==> src/rtl/bxm_pkg.sv <==
package bxm_pkg;
    localparam int WORD_W = 16;
    localparam int LANES  = WORD_W / 8;

    typedef enum logic [1:0] {
        XK_WR_WORD  = 2'd0,
        XK_WR_BYTE  = 2'd1,
        XK_RD_WORD  = 2'd2,
        XK_RD_LOCK  = 2'd3
    } xfer_kind_e;

    typedef enum logic [1:0] {
        PH_IDLE    = 2'd0,
        PH_WAIT    = 2'd1,
        PH_RELEASE = 2'd2
    } phase_e;

    typedef struct packed {
        logic              write;
        logic [LANES-1:0]  ben;
        logic [WORD_W-1:0] wdata;
    } lane_t;

    function automatic logic kind_is_write(xfer_kind_e k);
        return !k[1];
    endfunction
endpackage

==> src/rtl/bxm_sync.sv <==
module bxm_sync #(
    parameter int STAGES = 2
) (
    input  logic clk,
    input  logic rst,
    input  logic d,
    output logic q
);
    logic [STAGES-1:0] chain;

    generate
        if (STAGES == 1) begin : g_single
            always_ff @(posedge clk) begin
                if (rst) chain <= '0;
                else     chain <= d;
            end
        end else begin : g_chain
            always_ff @(posedge clk) begin
                if (rst) chain <= '0;
                else     chain <= {chain[STAGES-2:0], d};
            end
        end
    endgenerate

    assign q = chain[STAGES-1];
endmodule

==> src/rtl/bxm_timer.sv <==
module bxm_timer #(
    parameter int LIMIT = 64
) (
    input  logic clk,
    input  logic rst,
    input  logic run,
    output logic expired
);
    localparam int CW = (LIMIT > 1) ? $clog2(LIMIT) : 1;

    logic [CW-1:0] cnt;

    assign expired = run && (cnt == CW'(LIMIT - 1));

    always_ff @(posedge clk) begin
        if (rst || !run)   cnt <= '0;
        else if (!expired) cnt <= cnt + 1'b1;
    end
endmodule

==> src/rtl/bxm_lane.sv <==
module bxm_lane
    import bxm_pkg::*;
(
    input  xfer_kind_e        kind,
    input  logic              addr_lsb,
    input  logic [WORD_W-1:0] wdata,
    output lane_t             lane
);
    always_comb begin
        lane.write = kind_is_write(kind);
        if (kind == XK_WR_BYTE) begin
            lane.ben   = addr_lsb ? 2'b10 : 2'b01;
            lane.wdata = {wdata[7:0], wdata[7:0]};
        end else begin
            lane.ben   = '1;
            lane.wdata = wdata;
        end
    end
endmodule

==> src/rtl/bus_xfer_master.sv <==
module bus_xfer_master
    import bxm_pkg::*;
#(
    parameter int ADDR_W      = 16,
    parameter int TIMEOUT_CYC = 64,
    parameter int SYNC_STAGES = 2
) (
    input  logic              clk,
    input  logic              rst,
    input  logic              req_valid,
    input  logic [1:0]        req_kind,
    input  logic [ADDR_W-1:0] req_addr,
    input  logic [15:0]       req_wdata,
    input  logic              req_overlap,
    output logic              req_ready,
    input  logic              data_need,
    output logic              cpu_stall,
    output logic [15:0]       rd_data,
    output logic              trap_req,
    output logic              m_sync,
    output logic              m_write,
    output logic              m_lock,
    output logic [ADDR_W-1:0] m_addr,
    output logic [15:0]       m_wdata,
    output logic [1:0]        m_byte_en,
    input  logic              s_sync,
    input  logic [15:0]       s_rdata
);
    xfer_kind_e        kind_in, kind_q;
    phase_e            phase;
    lane_t             lane_d, lane_q;
    logic [ADDR_W-1:0] addr_q;
    logic [15:0]       rdata_q;
    logic              sync_q, locked_q, ovr_q, rdp_q, trap_q;
    logic              seen, expired, same_word, grant_ok, accept;

    assign kind_in = xfer_kind_e'(req_kind);

    bxm_sync #(.STAGES(SYNC_STAGES)) u_sync (
        .clk(clk), .rst(rst), .d(s_sync), .q(seen)
    );

    bxm_timer #(.LIMIT(TIMEOUT_CYC)) u_timer (
        .clk(clk), .rst(rst), .run(phase == PH_WAIT), .expired(expired)
    );

    bxm_lane u_lane (
        .kind(kind_in), .addr_lsb(req_addr[0]), .wdata(req_wdata), .lane(lane_d)
    );

    assign same_word = (req_addr[ADDR_W-1:1] == addr_q[ADDR_W-1:1]);
    assign grant_ok  = (phase == PH_IDLE) &&
                       (!locked_q || (kind_is_write(kind_in) && same_word));
    assign accept    = req_valid && grant_ok;

    always_ff @(posedge clk) begin
        if (rst) begin
            phase    <= PH_IDLE;
            kind_q   <= XK_WR_WORD;
            lane_q   <= '0;
            addr_q   <= '0;
            rdata_q  <= '0;
            sync_q   <= 1'b0;
            locked_q <= 1'b0;
            ovr_q    <= 1'b0;
            rdp_q    <= 1'b0;
            trap_q   <= 1'b0;
        end else begin
            trap_q <= 1'b0;
            unique case (phase)
                PH_IDLE: begin
                    if (accept) begin
                        phase  <= PH_WAIT;
                        sync_q <= 1'b1;
                        kind_q <= kind_in;
                        lane_q <= lane_d;
                        addr_q <= req_addr;
                        ovr_q  <= req_overlap && !kind_is_write(kind_in);
                        rdp_q  <= req_overlap && !kind_is_write(kind_in);
                        if (kind_in == XK_RD_LOCK) locked_q <= 1'b1;
                    end
                end
                PH_WAIT: begin
                    if (seen) begin
                        phase  <= PH_RELEASE;
                        sync_q <= 1'b0;
                        rdp_q  <= 1'b0;
                        if (kind_is_write(kind_q)) locked_q <= 1'b0;
                        else                       rdata_q  <= s_rdata;
                    end else if (expired) begin
                        phase    <= PH_IDLE;
                        sync_q   <= 1'b0;
                        rdp_q    <= 1'b0;
                        locked_q <= 1'b0;
                        trap_q   <= 1'b1;
                    end
                end
                PH_RELEASE: begin
                    if (!seen) phase <= PH_IDLE;
                end
                default: phase <= PH_IDLE;
            endcase
        end
    end

    assign req_ready = grant_ok;
    assign cpu_stall = ((phase != PH_IDLE) && !ovr_q) || (data_need && rdp_q);
    assign rd_data   = rdata_q;
    assign trap_req  = trap_q;
    assign m_sync    = sync_q;
    assign m_write   = lane_q.write;
    assign m_lock    = locked_q;
    assign m_addr    = addr_q;
    assign m_wdata   = lane_q.wdata;
    assign m_byte_en = lane_q.ben;
endmodule

==> config.mk <==
export PLATFORM = sky130hd
export DESIGN_NAME = bus_xfer_master
export DESIGN_NICKNAME = d
export VERILOG_FILES = /design/src/rtl/bxm_pkg.sv /design/src/rtl/bxm_sync.sv /design/src/rtl/bxm_timer.sv /design/src/rtl/bxm_lane.sv /design/src/rtl/bus_xfer_master.sv
export SDC_FILE = /design/constraint.sdc
export NUM_CORES = 1
export LEC_CHECK = 0
export BUFFER_PORTS_ARGS = -buffer_cell sky130_fd_sc_hd__buf_2
export CAP_MARGIN = 20
export CORE_UTILIZATION = 42
export CTS_BUF_LIST = sky130_fd_sc_hd__clkbuf_8
export CTS_CLUSTER_DIAMETER = 50
export CTS_CLUSTER_SIZE = 16
export DETAILED_ROUTE_END_ITERATION = 7
export MAX_ROUTING_LAYER = met4
export PLACE_DENSITY = 0.7
export SYNTH_ARGS = -nofsm -noshare
export SYNTH_HDL_FRONTEND = slang
export SYNTH_SLANG_ARGS = --single-unit
==> constraint.sdc <==
create_clock -name clk -period 2.8 [get_ports clk]
set_input_delay 0.42 -clock clk [delete_from_list [all_inputs] [get_ports clk]]
set_output_delay 0.42 -clock clk [all_outputs]
set_load 0.05 [all_outputs]
**Word-level counts from Yosys, hierarchy flattened**

Index checks and enable logic that the tools add are counted.

- Bits of input ports: 56
- Word-level logic and storage cells: 69
- Bits in registers: 68
- Output and inout port bits: 56

- Reduce and logical (&&, ||, !) cells: 23
- $add $sub $neg: 1
- Mux-type cells: 19
- Equality and inequality tests: 11
- Bitwise gates (word level): 1

Operators with widths:

| kind | number |
|---|---|
| $mux W18 | 1 |
| $eq A15 B15 Y1 | 1 |
| $mux W2 | 5 |
| $mux W1 | 9 |
| $reduce_and A3 Y1 | 3 |
| $logic_and A1 B1 Y1 | 7 |
| $add A6 B1 Y6 const B | 1 |
| $eq A6 B6 Y1 const B | 1 |
| $ne A3 B3 Y1 const B | 2 |
| $pmux W1 S2 | 3 |
| $pmux W2 S3 | 1 |
| $reduce_and A5 Y1 | 1 |
| $eq A2 B1 Y1 const B | 2 |
| $eq A2 B2 Y1 const B | 2 |
| $logic_not A1 Y1 | 4 |
| $ne A2 B2 Y1 const B | 2 |
| $reduce_bool A2 Y1 | 2 |
| $logic_or A1 B1 Y1 | 3 |
| $reduce_or A3 Y1 | 1 |
| $logic_not A2 Y1 | 1 |
| $ne A2 B1 Y1 const B | 1 |
| $reduce_and A2 Y1 | 1 |
| $not A1 Y1 | 1 |

**Logic depth before layout (Yosys ltp)**

- Depth after elaboration: 7
- Mapped depth: 7

**By module**

Synthesis repeated with hierarchy kept, for this count alone.

- Cell total of the unflattened synthesis: 344
- Area, all modules: 3258.1 µm²

Modules (own cells, without submodules):

| module | cells each | times used | sequential area each (µm²) | area each (µm²) |
|---|---|---|---|---|
| bus_xfer_master | 285 | 1 | 1181.1 | 2711.4 |
| bxm_timer | 34 | 1 | 120.1 | 282.8 |
| bxm_lane | 21 | 1 | 0.0 | 211.5 |
| bxm_sync | 4 | 1 | 40.0 | 52.6 |

**Worst setup path before layout**

Ideal clock, no wire load.

- Kind: register -> output
- Start: register addr_q[2], in the netlist m_addr[2]
- End: output port req_ready
- Stages on the path, launching flop included: 5
- Path slack: 224 ps
- Arrival time: 2156 ps
- Cells stage by stage: dfxtp_1 xor2_1 nor4_2 nand4_2 a21boi_1

- Longest elaborated chain between the ends: 4

Ends and longest elaborated chain:

| what | RTL line | text |
|---|---|---|
| start, declared | bus_xfer_master.sv:32 | `logic [ADDR_W-1:0] addr_q;` |
| start signal, assigned | bus_xfer_master.sv:77 | `addr_q <= req_addr;` |
| $eq A15 B15 Y1 | bus_xfer_master.sv:51 | `assign same_word = (req_addr[ADDR_W-1:1] == addr_q[ADDR_W-1:1]);` |
| $logic_and A1 B1 Y1 | bus_xfer_master.sv:53 | `(!locked_q \|\| (kind_is_write(kind_in) && same_word));` |
| $logic_or A1 B1 Y1 | bus_xfer_master.sv:53 |  |
| $logic_and A1 B1 Y1 | bus_xfer_master.sv:52 | `assign grant_ok = (phase == PH_IDLE) &&` |
| end, declared | bus_xfer_master.sv:15 | `output logic req_ready,` |

No other way between the ends.

**Worst setup path after layout**

Same ends and word-level chain as after synthesis.

==> impl_summary.log <==
[metrics] run status: finished clean
[metrics] arrival time reported for the critical path endpoint: 2.04 ns
[metrics] normalized max-slew margin: between 30 and 40%
[metrics] post-synthesis sequential area ratio: 45.2%
[metrics] H-Tree Level Count: 3
[metrics] overall routed net length: 6530 µm
[metrics] CP Max Fanout: 5
[metrics] total overflow reported by the global router: 0
[metrics] starting DRC count in detailed routing: 116
[metrics] latest clock arrival within the worst-skew pair: about 0.33 ns
[metrics] cell chosen for the clock root: sky130_fd_sc_hd__clkbuf_8
[metrics] Avg Inst Size Synth: 8.92 µm²
[metrics] count of port buffers added during placement: roughly 110
[metrics] estimated wirelength of the detail-placed design: 4800 µm
[metrics] net count reported at finish: 497
[metrics] Placement Setup Slack: 0.480 ns
[metrics] largest net degree at the start of global routing: between 40 and 50
[metrics] area of the die: 7410 µm²
[metrics] number of primary I/O pins: between 100 and 150
[metrics] Via Count: 2,578
[metrics] Hold Path Origin: s_sync
[metrics] average via count per standard cell: between 4 and 5
[metrics] type of element launching the critical path: register
[metrics] cts bufs inserted: 9
[metrics] cell depth of the worst flop-to-flop path: 5
[metrics] final RePlAce weighted congestion: 0.782
[metrics] number of library cell types mapped by synthesis: 37
[metrics] ratio of total power to cell area: ~630 nW/µm²
[metrics] worst setup path class: register to primary output
[metrics] post-synthesis instance area: 2970 µm²
[metrics] number of global-route vias before repair: 2,371
[metrics] count of hold buffers inserted by post-cts repair: 0
[metrics] max-capacitance violation count: 0
[metrics] Final Worst Setup Slack: 0.339 ns
[metrics] Final ANT Viol Nets: 0
[metrics] count of final setup violators: 0
[metrics] routed length per instance: 12.1 µm
[metrics] reg-to-reg critical path endpoint: m_wdata[8]$_SDFFE_PP0P_
[metrics] part of the cycle the worst path needs: ~88%
[metrics] fraction of final layout cells sized beyond drive strength 1: 32.6%
[metrics] first-pass GRT wire length: between 10,000 and 15,000 µm
[metrics] total number of clock tree sinks: 67
[metrics] setup TNS after final layout: 0 ns
[metrics] async set-reset flop share out of synthesis: 0%
[metrics] DRC: 0
[metrics] height of the die: approximately 86 µm
[metrics] gr usage total: 18.9%
[metrics] Net Count, Synth: 390
[metrics] cell depth of the worst hold path: 2
[metrics] # rows: 30
[metrics] endpoint of the worst hold path: u_sync.chain[0]$_SDFF_PP0_
[metrics] number of buffers inserted to repair setup after CTS: 0
[metrics] Resized cells post-CTS: 0
[metrics] Synth-to-Final Area Change: 27.2%
[metrics] leak pwr: 1.82 nW
[metrics] Die Span X: 86.1 µm
[metrics] number of detailed-route iterations in the first pass: 4
[metrics] maximum clock frequency: slightly above 0.4 GHz
[metrics] Clock Skew: 0.00943 ns
[metrics] Max rail drop VDD: 0.315 mV
[metrics] Filler Cells Inserted: 669
[metrics] starting density of the core: 43.7%
[metrics] antenna cell count: 0
[metrics] capturing element type of the critical path: primary output
[metrics] post-synthesis cell count: 333
[metrics] worst setup slack for register-to-register paths: roughly 0.74 ns
[metrics] worst min path class: input pin to register
[metrics] Final Total Pwr: 0.00237 W
[metrics] buffer levels on the longest clock path: 2
[metrics] transition time of the tightest slew-check pin: 0.989 ns
[metrics] worst reg2reg startpoint: m_addr[14]$_SDFFE_PP0P_
[metrics] final hold violations: 0
[metrics] count of flip-flops with a built-in enable after synthesis: 0
[metrics] flip-flop and latch count after synthesis: 67
[metrics] final critical delay including setup and external delays: 2.46 ns
[metrics] primary flip-flop cell chosen by synthesis mapping: sky130_fd_sc_hd__dfxtp_1
[metrics] number of antenna violations at the first check in global routing: 0
[metrics] final max-slew violation count: 0
[metrics] worst hold slack: around 0.31 ns
[metrics] CTS tree: built
[metrics] clock transition time at the flip-flop clock pins of the worst setup and hold paths: 0.07 ns
[metrics] setup repair after global routing missed its margin: false
[metrics] count of warnings emitted by yosys: 0
[metrics] core region area: 6790 µm²
[metrics] Critical Path RT: 2.38 ns
## cells in the mapped netlist (all sizes together), types with 2 or more instances
library cell	number	area [µm²]
mux2	8	90.1
nand3	7	35.0
nor2	6	22.5
and3	5	31.3
mux2i	35	350
nand2	103	387
a21oi	26	134
clkbuf	11	41.3
xnor2	2	17.5
a31oi	2	12.5
nor4	4	50.1
buf	7	71.3
dfxtp	67	1340
nand2b	2	12.5
a211oi	2	15.0
o211ai	3	22.5
nand4	2	18.8
inv	2	7.50
o211a	3	30.0
nor2b	3	18.8
o21ai	6	30.0
xor2	18	158
## cell type report
cell class / instances / area, µm² / share of cell area [%]
clock buffers: 10 / 138 / 3.64
flip-flops and latches: 67 / 1340 / 35.5
well taps: 96 / 120 / 3.18
inverters: 2 / 7.51 / 0.199
repair buffers: 114 / 591 / 15.6
clock inverters: 6 / 65.1 / 1.72
multi-input cells: 246 / 1520 / 40.1
## cells by family (layout without fill, tap and decap cells)
group                      count (synthesis)  count (layout)  share of synthesized area (%)
muxes                                     43              43                           14.8
xor gates and xnor gates                  20              20                           5.90
and+or+nand+nor                          136             136                           20.3
buffers and inverters                     20             132                           4.04
AOI/OAI and AO/OA                         46              46                           9.35
DFF                                       67              67                           45.2
adders and majority gates                  1               1                          0.421
## layout by cell type (no fill, tap or decap), drive strengths merged, types with 4 or more instances in the layout
cell type  instances
buf              114
a21oi             26
o21ai              6
nand3              7
clkinv             4
nand2            103
mux2i             35
mux2               8
nor2               6
dfxtp             67
clkbuf            10
and3               5
xor2              18
nor4               4
## power breakdown
group / switching, W / total (W) / internal (W)
logic: 0.000353 / 0.000517 / 0.000163
clock network: 0.000366 / 0.000801 / 0.000435
registers: 0.0000425 / 0.00105 / 0.00101
## worst max-delay path: stages, from the launching register on
cell	delay [ns]
sky130_fd_sc_hd__dfxtp_1	0.33
sky130_fd_sc_hd__xor2_1	0.17
sky130_fd_sc_hd__nor4_2	0.37
sky130_fd_sc_hd__nand4_2	0.27
sky130_fd_sc_hd__a21boi_1	0.26
sky130_fd_sc_hd__buf_2	0.30
## routing by layer
| metal | routed length (µm) | global-route usage (%) | share of wire [%] |
|---|---|---|---|
| met1 | 3010 | 22.5 | 46 |
| met2 | 3120 | 30.7 | 48 |
| met4 | 95 | 8.64 | 1.5 |
| met5 | 0 | - | 0 |
| met3 | 314 | 3.95 | 4.8 |
## through the flow
step / instances / area [µm²] / utilization (%)
6_report: 541 / 3780 / 55.6
5_1_grt: 541 / 3780 / 55.6
4_1_cts: 541 / 3780 / 55.6
3_5_place_dp: 525 / 3580 / 52.6
3_3_place_gp: 525 / 3580 / 52.6
2_1_floorplan: 333 / 2970 / -
## state kept, by name, indices dropped and copies added, names as in the netlist
register / count
rdp_q: 1
ovr_q: 1
m_sync: 1
m_lock: 1
m_write: 1
kind_q: 1
u_timer.cnt: 6
m_wdata: 16
m_addr: 16
phase: 2
m_byte_en: 2
rd_data: 16
u_sync.chain: 2
trap_req: 1
## worst max-delay path by stage
stage                      startpoint   endpoint  slack (ns)
6_report       m_addr[2]$_SDFFE_PP0P_  req_ready        0.34
5_1_grt        m_addr[3]$_SDFFE_PP0P_  req_ready        0.21
4_1_cts        m_addr[3]$_SDFFE_PP0P_  req_ready        0.28
3_5_place_dp              req_addr[3]  req_ready        0.48
3_3_place_gp              req_addr[3]  req_ready        0.46
2_1_floorplan  m_addr[2]$_SDFFE_PP0P_  req_ready        0.22
Note: power is estimated with default switching activity, not from simulation.
